<file path="config.mk">
export PLATFORM = sky130hd
export DESIGN_NAME = pwmseg_top
export DESIGN_NICKNAME = d
export VERILOG_FILES = /design/src/rtl/pwmseg_pkg.sv /design/src/rtl/pwmseg_counter.sv /design/src/rtl/pwmseg_shadow.sv /design/src/rtl/pwmseg_slicer.sv /design/src/rtl/pwmseg_top.sv
export SDC_FILE = /design/constraint.sdc
export NUM_CORES = 1
export LEC_CHECK = 0
export ABC_AREA = 0
export BUFFER_PORTS_ARGS = -buffer_cell sky130_fd_sc_hd__buf_4
export CAP_MARGIN = 20
export CORE_MARGIN = 2
export CORE_UTILIZATION = 35
export DETAILED_ROUTE_END_ITERATION = 16
export SLEW_MARGIN = 20
export SYNTH_ARGS = -nofsm -noshare
export SYNTH_HDL_FRONTEND = slang
export SYNTH_HIERARCHICAL = 1
export SYNTH_SLANG_ARGS = --single-unit
</file>
<file path="constraint.sdc">
create_clock -name clk -period 4 [get_ports clk]
set_clock_uncertainty 0.15 [all_clocks]
set_input_delay 0.8 -clock clk [delete_from_list [all_inputs] [get_ports clk]]
set_output_delay 0.8 -clock clk [all_outputs]
set_load 0.02 [all_outputs]
</file>
<file path="src/rtl/pwmseg_pkg.sv">
package pwmseg_pkg;

  // Move the top b of n count bits to the low end in reversed order,
  // shifting the remaining bits up by b.
  function automatic logic [31:0] remap(input logic [31:0] cnt, input int n, input int b);
    logic [31:0] r;
    r = '0;
    for (int i = 0; i < 32; i++) begin
      if (i < n) begin
        if (i < b) r[i] = cnt[n-1-i];
        else       r[i] = cnt[i-b];
      end
    end
    return r;
  endfunction

  function automatic int clamp_seg(input int s, input int mx);
    return (s > mx) ? mx : s;
  endfunction

endpackage

</file>
<file path="src/rtl/pwmseg_counter.sv">
module pwmseg_counter #(
  parameter int CNT_W = 10
) (
  input  logic             clk,
  input  logic             rst_n,
  output logic [CNT_W-1:0] cnt_o,
  output logic             wrap_o
);
  localparam logic [CNT_W-1:0] CNT_LAST = '1;

  logic [CNT_W-1:0] cnt_q;

  always_ff @(posedge clk or negedge rst_n) begin
    if (!rst_n) cnt_q <= '0;
    else        cnt_q <= cnt_q + 1'b1;
  end

  assign cnt_o  = cnt_q;
  assign wrap_o = (cnt_q == CNT_LAST);
endmodule

</file>
<file path="src/rtl/pwmseg_shadow.sv">
module pwmseg_shadow #(
  parameter int CNT_W   = 10,
  parameter int MAX_SEG = 4,
  parameter int SEG_W   = 3
) (
  input  logic             clk,
  input  logic             rst_n,
  input  logic             load_i,
  input  logic [CNT_W-1:0] duty_i,
  input  logic [SEG_W-1:0] seg_i,
  output logic [CNT_W-1:0] code_o,
  output logic [SEG_W-1:0] seg_o
);
  logic [CNT_W-1:0] code_q;
  logic [SEG_W-1:0] seg_q;

  always_ff @(posedge clk or negedge rst_n) begin
    if (!rst_n) begin
      code_q <= '0;
      seg_q  <= '0;
    end else if (load_i) begin
      code_q <= duty_i;
      seg_q  <= SEG_W'(pwmseg_pkg::clamp_seg(int'(seg_i), MAX_SEG));
    end
  end

  assign code_o = code_q;
  assign seg_o  = seg_q;
endmodule

</file>
<file path="src/rtl/pwmseg_slicer.sv">
module pwmseg_slicer #(
  parameter int CNT_W = 10,
  parameter int SEG_W = 3
) (
  input  logic             clk,
  input  logic             rst_n,
  input  logic [CNT_W-1:0] cnt_i,
  input  logic [CNT_W-1:0] code_i,
  input  logic [SEG_W-1:0] seg_i,
  output logic             pwm_o,
  output logic             frame_o
);
  logic [31:0]      remap_full;
  logic [CNT_W-1:0] slot;
  logic             hit;
  logic             pwm_q;
  logic             frame_q;

  always_comb begin
    remap_full = pwmseg_pkg::remap(32'(cnt_i), CNT_W, int'(seg_i));
    slot       = remap_full[CNT_W-1:0];
    hit        = (code_i > slot);
  end

  always_ff @(posedge clk or negedge rst_n) begin
    if (!rst_n) begin
      pwm_q   <= 1'b0;
      frame_q <= 1'b0;
    end else begin
      pwm_q   <= hit;
      frame_q <= (cnt_i == '0);
    end
  end

  assign pwm_o   = pwm_q;
  assign frame_o = frame_q;
endmodule

</file>
<file path="src/rtl/pwmseg_top.sv">
module pwmseg_top #(
  parameter int CNT_W   = 10,
  parameter int MAX_SEG = 4,
  parameter int SEG_W   = $clog2(MAX_SEG + 1)
) (
  input  logic             clk,
  input  logic             rst_n,
  input  logic [CNT_W-1:0] duty_i,
  input  logic [SEG_W-1:0] seg_i,
  output logic             pwm_o,
  output logic             frame_o
);
  logic [CNT_W-1:0] cnt_q;
  logic             wrap;
  logic [CNT_W-1:0] code_q;
  logic [SEG_W-1:0] seg_q;

  pwmseg_counter #(.CNT_W(CNT_W)) u_cnt (
    .clk(clk), .rst_n(rst_n), .cnt_o(cnt_q), .wrap_o(wrap)
  );

  pwmseg_shadow #(.CNT_W(CNT_W), .MAX_SEG(MAX_SEG), .SEG_W(SEG_W)) u_shadow (
    .clk(clk), .rst_n(rst_n), .load_i(wrap),
    .duty_i(duty_i), .seg_i(seg_i),
    .code_o(code_q), .seg_o(seg_q)
  );

  pwmseg_slicer #(.CNT_W(CNT_W), .SEG_W(SEG_W)) u_slicer (
    .clk(clk), .rst_n(rst_n), .cnt_i(cnt_q), .code_i(code_q),
    .seg_i(seg_q), .pwm_o(pwm_o), .frame_o(frame_o)
  );
endmodule

</file>
==> metrics.md, run 1 <==
| Metric | Value |
|---|---|
| Outcome | finished clean |
| Non-filler cells, final | 251 |
| Place WS | 884 ps |
| Final setup TNS | 0 ps |
| H-tree depth | 1 |
| DR pass1 iterations | 4 |
| Pint | 0.333 mW |
| Fin crit share | 77.9% |
| Final hold slack | 269 ps |
| Yosys cell types | 37 |
| Average wire per standard cell | 15.2 um |
| Syn Inst Count | 164 |
| Max Slew Vio Count | 0 |
| Seq/Total Area, Yosys | 32.5% |
| Switching Share | 20.6% |
| Routability cong. | 0.832 |
| # diodes | 0 |
| Post-Syn Nets | 201 |
| Setup Viol. Count Final | 0 |
| Layout Cell Area excl Fill | 2150 sq um |
| TritonCTS sink count | 25 |
| Fin util | 41.3% |
| Area of the die | 6100 sq um |
| CTS Buf Count | 3 |
| Maximum clock frequency | 321 MHz |
| Total Power | 0.419 mW |
| Routed vias | 1322 |
| Clock buffer depth | 2 |
| Hold Vio Cnt, Final | 0 |
| Total gr overflow | 0 |
| Placed inst area | 2100 sq um |
| IO Port Bufs | 16 |
| Comb pwr share | 3.7% |
| Share of cells above drive strength 1 | 21.5% |
| Tmin final | 3110 ps |
| Placed cells | 247 |
| Core Region | 5200 sq um |
| Yosys warnings | 6 |
| Post-CTS setup repair buffer count | 0 |
| Total wire length | 3.81 mm |
| Slew @ Worst Pin | 425 ps |
| Avg Inst Size Synth | 11.7 sq um |
| Starting Density | 36.9% |
| Nets@finish | 219 |
| Std cell rows | 26 |
| R2r setup slk | 890 ps |
| Synth area leader | dfrtp_1 |
| CTS resizes | 0 |
| Worst Path Arrival | 3120 ps |
| Ranking of synthesized cells by area | dfrtp_1 33%, ha_1 14%, mux4_1 9.6% |
| Required time of the critical path | 4010 ps |
| Setup crit end kind | register |
| Clock power share | 36.0% |
| Area grow syn2layout | 11.7% |
| Switching power | 0.0862 mW |
| Insertion delay of the later-clocked pin in the worst-skew pair | 270 ps |
| DIE HEIGHT | 78.1 um |
| Vias per Instance | 5.27 |
| Hold-fix buffers, CTS | 0 |
| Detailed Route Iter0 Violations | 25 |
| RSZ-0062 raised after global routing | no |
| Largest net degree at the start of global routing | 26 |
| Vias in the first global route | 1353 |
| Routed Antenna Nets | 0 |
| Peak VDD IR | 128 uV |
| Hold Crit Class | in2async |
| Yosys top cell area share | 32.5% |
| Startpoint class of the critical path | register |
| # Max-Cap Violations | 0 |
| Yosys reg bits | 25 |
| Root Driver | clkbuf_8 |
| PnR worst setup slack | 886 ps |
| Part of the power in registers | 60.3% |
| Residual DRC | 0 |
| Critical path class | reg2reg |
| First-pass GRT wire length | 6.68 mm |
| Die width | 78.1 um |
| Slew margin rel. | 71.7% |
| Clk pin slew, worst setup/hold paths | 90 ps |
| P per Cell Area | 195 nW/um^2 |
| Max FO, Critical Path | 8 |
| Initial antenna violation count | 0 |
| # IOs | 17 |
| Leakage Power | 1.08 nW |
| CTS tree | built |
| Mapped Area | 1920 sq um |
| Tot GR Track Use | 13.8% |
| HPWL Detailed | 2.80 mm |
-- path summary, 6_finish.rpt --
check,start,end,depth (start not counted)
hold / removal,rst_n,u_shadow/code_o[1]$_DFFE_PN0P_,1
hold reg to reg,u_shadow/code_o[0]$_DFFE_PN0P_,u_shadow/code_o[0]$_DFFE_PN0P_,1
min in group clk,u_shadow/code_o[0]$_DFFE_PN0P_,u_shadow/code_o[0]$_DFFE_PN0P_,1
setup reg to reg,u_shadow/seg_o[0]$_DFFE_PN0P_,u_slicer/pwm_o$_DFF_PN0_,12
max in group asynchronous,rst_n,u_cnt/cnt_o[4]$_DFF_PN0_,1
setup / recovery,u_shadow/seg_o[0]$_DFFE_PN0P_,u_slicer/pwm_o$_DFF_PN0_,12
-- logic make-up (layout without fill, tap and decap cells) --
group | count (synthesis) | in the layout | synth area share (%)
and+or+nand+nor | 33 | 33 | 9.24
muxes | 32 | 32 | 27.1
AOI/OAI and AO/OA | 26 | 26 | 8.00
DFF | 25 | 25 | 32.5
adders and majority gates | 22 | 22 | 14.3
buffers and inverters | 18 | 35 | 5.20
xor gates and xnor gates | 8 | 8 | 3.64
-- routing by layer --
metal / GRT usage [%] / wire [um]
met3: 1.95 / 115
met4: 3.16 / 27
met2: 21.9 / 1780
met1: 20.0 / 1880
met5: 0 / 0
-- cell usage after synthesis (all sizes together) --
| cell type | n |
|---|---|
| nor3b | 1 |
| mux2i | 10 |
| nand2 | 6 |
| a21oi | 9 |
| clkinv | 1 |
| ha | 22 |
| o211ai | 1 |
| mux2 | 11 |
| mux4 | 11 |
| and4 | 1 |
| xnor2 | 5 |
| nor2 | 6 |
| o21ai | 8 |
| dfrtp | 25 |
| clkbuf | 2 |
| nand3b | 2 |
| a21boi | 1 |
| buf | 4 |
| a21o | 1 |
| and3 | 2 |
| a211oi | 1 |
| a31oi | 2 |
| nor3 | 4 |
| nor2b | 2 |
| nand3 | 3 |
| a41o | 1 |
| nor4 | 1 |
| nand4 | 3 |
| a2bb2oi | 1 |
| inv | 11 |
| or4 | 2 |
| xor2 | 3 |
| o21a | 1 |
-- cell type report --
type	count	area (sq um)
Timing Repair Buffer	19	143
Sequential cell	25	626
Multi-Input combinational cell	121	1200
Fill cell	535	3060
Tap cell	70	87.6
Inverter	12	45.0
Clock buffer	4	45.0
-- layout by cell type (no fill, tap or decap), drive strengths merged, types with 2 or more instances in the layout --
cell type / n
nor2: 6
or4: 2
nor3: 4
inv: 11
nand3b: 2
dfrtp: 25
mux4: 11
and3: 2
nor2b: 2
clkbuf: 4
a21oi: 9
nand2: 6
xnor2: 5
mux2: 11
a31oi: 2
o21ai: 8
ha: 22
nand3: 3
buf: 19
xor2: 3
nand4: 3
mux2i: 10
-- registers in the layout (all words and copies together) (netlist names) --
name	cells
u_slicer/pwm_o	1
u_slicer/frame_o	1
u_shadow/code_o	10
u_shadow/seg_o	3
u_cnt/cnt_o	10
-- worst max-delay path, cell delays in order (launching register included) --
cell and delay, ps:
dfrtp_1 370, clkinv_1 240, ha_1 310, ha_1 440, mux4_2 550, inv_1 60
o21ai_0 60, o21ai_0 80, ha_1 260, and3_1 190, nand4_1 120, o21a_1 120
a21oi_1 50
-- power by group through the flow --
stage                     logic (mW)  registers, mW  clock network [mW]
final                         0.0155          0.252               0.151
after detailed placement      0.0162          0.258                   0
after global routing          0.0181          0.253               0.166
after global placement        0.0160          0.258                   0
after CTS                     0.0162          0.252               0.160
after floorplan             0.000479          0.258                   0
Power figures use the tool's default switching activity.
==> run 2, diff against run 1 <==
==> constraint.sdc (replaced) <==
create_clock -name clk -period 2.96 [get_ports clk]
set_clock_uncertainty 0.15 [all_clocks]
set_input_delay 0.592 -clock clk [delete_from_list [all_inputs] [get_ports clk]]
set_output_delay 0.592 -clock clk [all_outputs]
set_load 0.02 [all_outputs]
==> metrics.md, run 2 (synthesis results as in run 1) <==
| Metric | Value |
|---|---|
| P per Cell Area | 262 nW/um^2 (+34%) |
| Vias per Instance | 5.25 (-0.28%) |
| Area of the die | 6100 sq um (unchanged) |
| Slowest-stage cell, CP | mux4_2 |
| Peak VDD IR | 121 uV (-5.8%) |
| Total gr overflow | 0 (unchanged) |
| H-tree depth | 1 (unchanged) |
| Largest net degree at the start of global routing | 26 (unchanged) |
| Comb pwr share | 3.6% (about the same) |
| Most frequent cells in the layout | 26 x buf_4, 25 x dfrtp_1, 20 x ha_1 |
| Maximum clock frequency | 361 MHz (+12%) |
| # diodes | 0 (unchanged) |
| PnR worst setup slack | 187 ps (-698 ps) |
| DR pass1 iterations | 6 (+2) |
| Fin util | 42.7% (+1.5 points) |
| Startpoint class of the critical path | register |
| HPWL Detailed | 2.77 mm (-1.0%) |
| Residual DRC | 0 (unchanged) |
| DIE HEIGHT | 78.1 um (unchanged) |
| Crit-path max cell delay | 510 ps (-40 ps) |
| Pint | 0.452 mW (+36%) |
| Fin crit share | 93.7% (+16 points) |
| Required time of the critical path | 2980 ps (-1030 ps) |
| Hold-fix buffers, CTS | 0 (unchanged) |
| Routed vias | 1355 (+2.5%) |
| # Max-Cap Violations | 0 (unchanged) |
| Vias in the first global route | 1389 (+2.7%) |
| CTS tree | built |
| Total wire length | 3.77 mm (-0.92%) |
| Switching Share | 22.3% (+1.8 points) |
| Tmin final | 2770 ps (-342 ps) |
| Max Slew Vio Count | 0 (unchanged) |
| CP Buf/Inv Count | 2 (unchanged) |
| Insertion delay of the later-clocked pin in the worst-skew pair | 280 ps (about the same) |
| Std cell rows | 26 (unchanged) |
| Leakage Power | 1.11 nW (+3.3%) |
| Setup Viol. Count Final | 0 (unchanged) |
| Core Region | 5200 sq um (unchanged) |
| Final setup TNS | 0 ps (unchanged) |
| Max FO, Critical Path | 6 (-2) |
| Clk pin slew, worst setup/hold paths | 100 ps (about the same) |
| Setup crit end kind | register |
| Cell family with most CP delay | adder cells |
| CP Cell Sequence | clkinv_1, ha_2, ha_4, mux4_2, inv_1, o21ai_0, o21ai_1, ha_1, and3_1, nand4_1, o21a_1, a21oi_1 |
| IO Port Bufs | 16 (unchanged) |
| Outcome | finished clean |
| First-pass GRT wire length | 6.69 mm (+0.21%) |
| Worst Path Arrival | 2790 ps (-330 ps) |
| Root Driver | clkbuf_8 |
| CTS Buf Count | 3 (unchanged) |
| Tot GR Track Use | 13.7% (-0.084 points) |
| Total Power | 0.582 mW (+39%) |
| Nets@finish | 226 (+3.2%) |
| TritonCTS sink count | 25 (unchanged) |
| # IOs | 17 (unchanged) |
| Commonest non-fill, non-tap cell in the layout | buf_4 |
| Starting Density | 36.9% (unchanged) |
| Detailed Route Iter0 Violations | 73 (+190%) |
| Part of the power in registers | 58.6% (-1.7 points) |
| Clock buffer depth | 2 (unchanged) |
| Average wire per standard cell | 14.6 um (-3.6%) |
| Slew @ Worst Pin | 375 ps (-50.1 ps) |
| Filler cell count | 507 (-5.2%) |
| Share of cells above drive strength 1 | 26.6% (+5.0 points) |
| Switching power | 0.130 mW (+51%) |
| Hold Vio Cnt, Final | 0 (unchanged) |
| RSZ-0062 raised after global routing | no |
| Initial antenna violation count | 0 (unchanged) |
| Routed Antenna Nets | 0 (unchanged) |
| Critical path class | reg2reg |
| Routability cong. | 0.842 (+1.2%) |
| Slew margin rel. | 75.0% (+3.3 points) |
| Area grow syn2layout | 15.7% |
| Hold Crit Class | in2async |
| Clock power share | 37.8% (+1.8 points) |
| Place WS | 149 ps (-735 ps) |
| Die width | 78.1 um (unchanged) |
## run 2: changes by cell type in the layout (fill, tap and decap cells not counted)
cell | previous run | this run
buf_4 | 19 | 26
ha_1 | 22 | 20
a21oi_1 | 9 | 8
a21oi_2 | 0 | 1
clkbuf_1 | 1 | 0
ha_2 | 0 | 1
ha_4 | 0 | 1
inv_6 | 0 | 1
o21ai_0 | 8 | 7
o21ai_1 | 0 | 1
## run 2: power groups by stage
stage / Sequential, mW / Combinational, mW / Clock (mW)
floorplan: 0.348 / 0.000647 / 0
finish: 0.341 / 0.0210 / 0.220
detailed placement: 0.348 / 0.0218 / 0
CTS: 0.341 / 0.0219 / 0.224
global route: 0.341 / 0.0239 / 0.240
global placement: 0.348 / 0.0217 / 0
## run 2: final timing paths
path / from / to / slack (ps) / cells after the start
setup reg to reg: u_shadow/seg_o[0]$_DFFE_PN0P_ / u_slicer/pwm_o$_DFF_PN0_ / 190 / 12
hold / removal: rst_n / u_shadow/code_o[1]$_DFFE_PN0P_ / 40 / 1
hold reg to reg: u_shadow/code_o[1]$_DFFE_PN0P_ / u_shadow/code_o[1]$_DFFE_PN0P_ / 380 / 1
max in group asynchronous: rst_n / u_shadow/seg_o[2]$_DFFE_PN0P_ / 2370 / 1
setup / recovery: u_shadow/seg_o[0]$_DFFE_PN0P_ / u_slicer/pwm_o$_DFF_PN0_ / 190 / 12
min in group clk: u_shadow/code_o[1]$_DFFE_PN0P_ / u_shadow/code_o[1]$_DFFE_PN0P_ / 380 / 1
## run 2: worst register-to-register path, cell delays in order, from the launching register on
cell and delay (ps):
dfrtp_1 360, clkinv_1 90, ha_2 220, ha_4 310, mux4_2 510, inv_1 60
o21ai_0 70, o21ai_1 130, ha_1 270, and3_1 190, nand4_1 130, o21a_1 120
a21oi_1 50
## run 2: metrics by stage
stage / hold WS (ps) / cells / cell area, sq um
after global routing: 60.9 / 258 / 2220
final: 43.9 / 258 / 2220
after CTS: 52.5 / 257 / 2210
after global placement: 355 / 253 / 2160
after detailed placement: 357 / 253 / 2160
after floorplan: 146 / 164 / 1940
## run 2: layout make-up
cell class	count	area [sq um]	share of cell area [%]
clock buffers	3	41.3	1.86
clock inverters	1	8.76	0.394
inverters	12	45.0	2.02
multi-input cells	121	1220	54.9
flip-flops and latches	25	626	28.1
well taps	70	87.6	3.94
repair buffers	26	195	8.77
## run 2: timing repair
action	CTS	global route
setup endpoints to repair	0	1
gates resized for setup	0	3
hold endpoints to repair	0	0
setup buffers	0	1
## run 2: routing by layer
layer,GRT usage (%),wire length (um)
met5,0,0
met4,5.26,86
met3,2.18,141
met2,21.4,1700
met1,19.2,1840
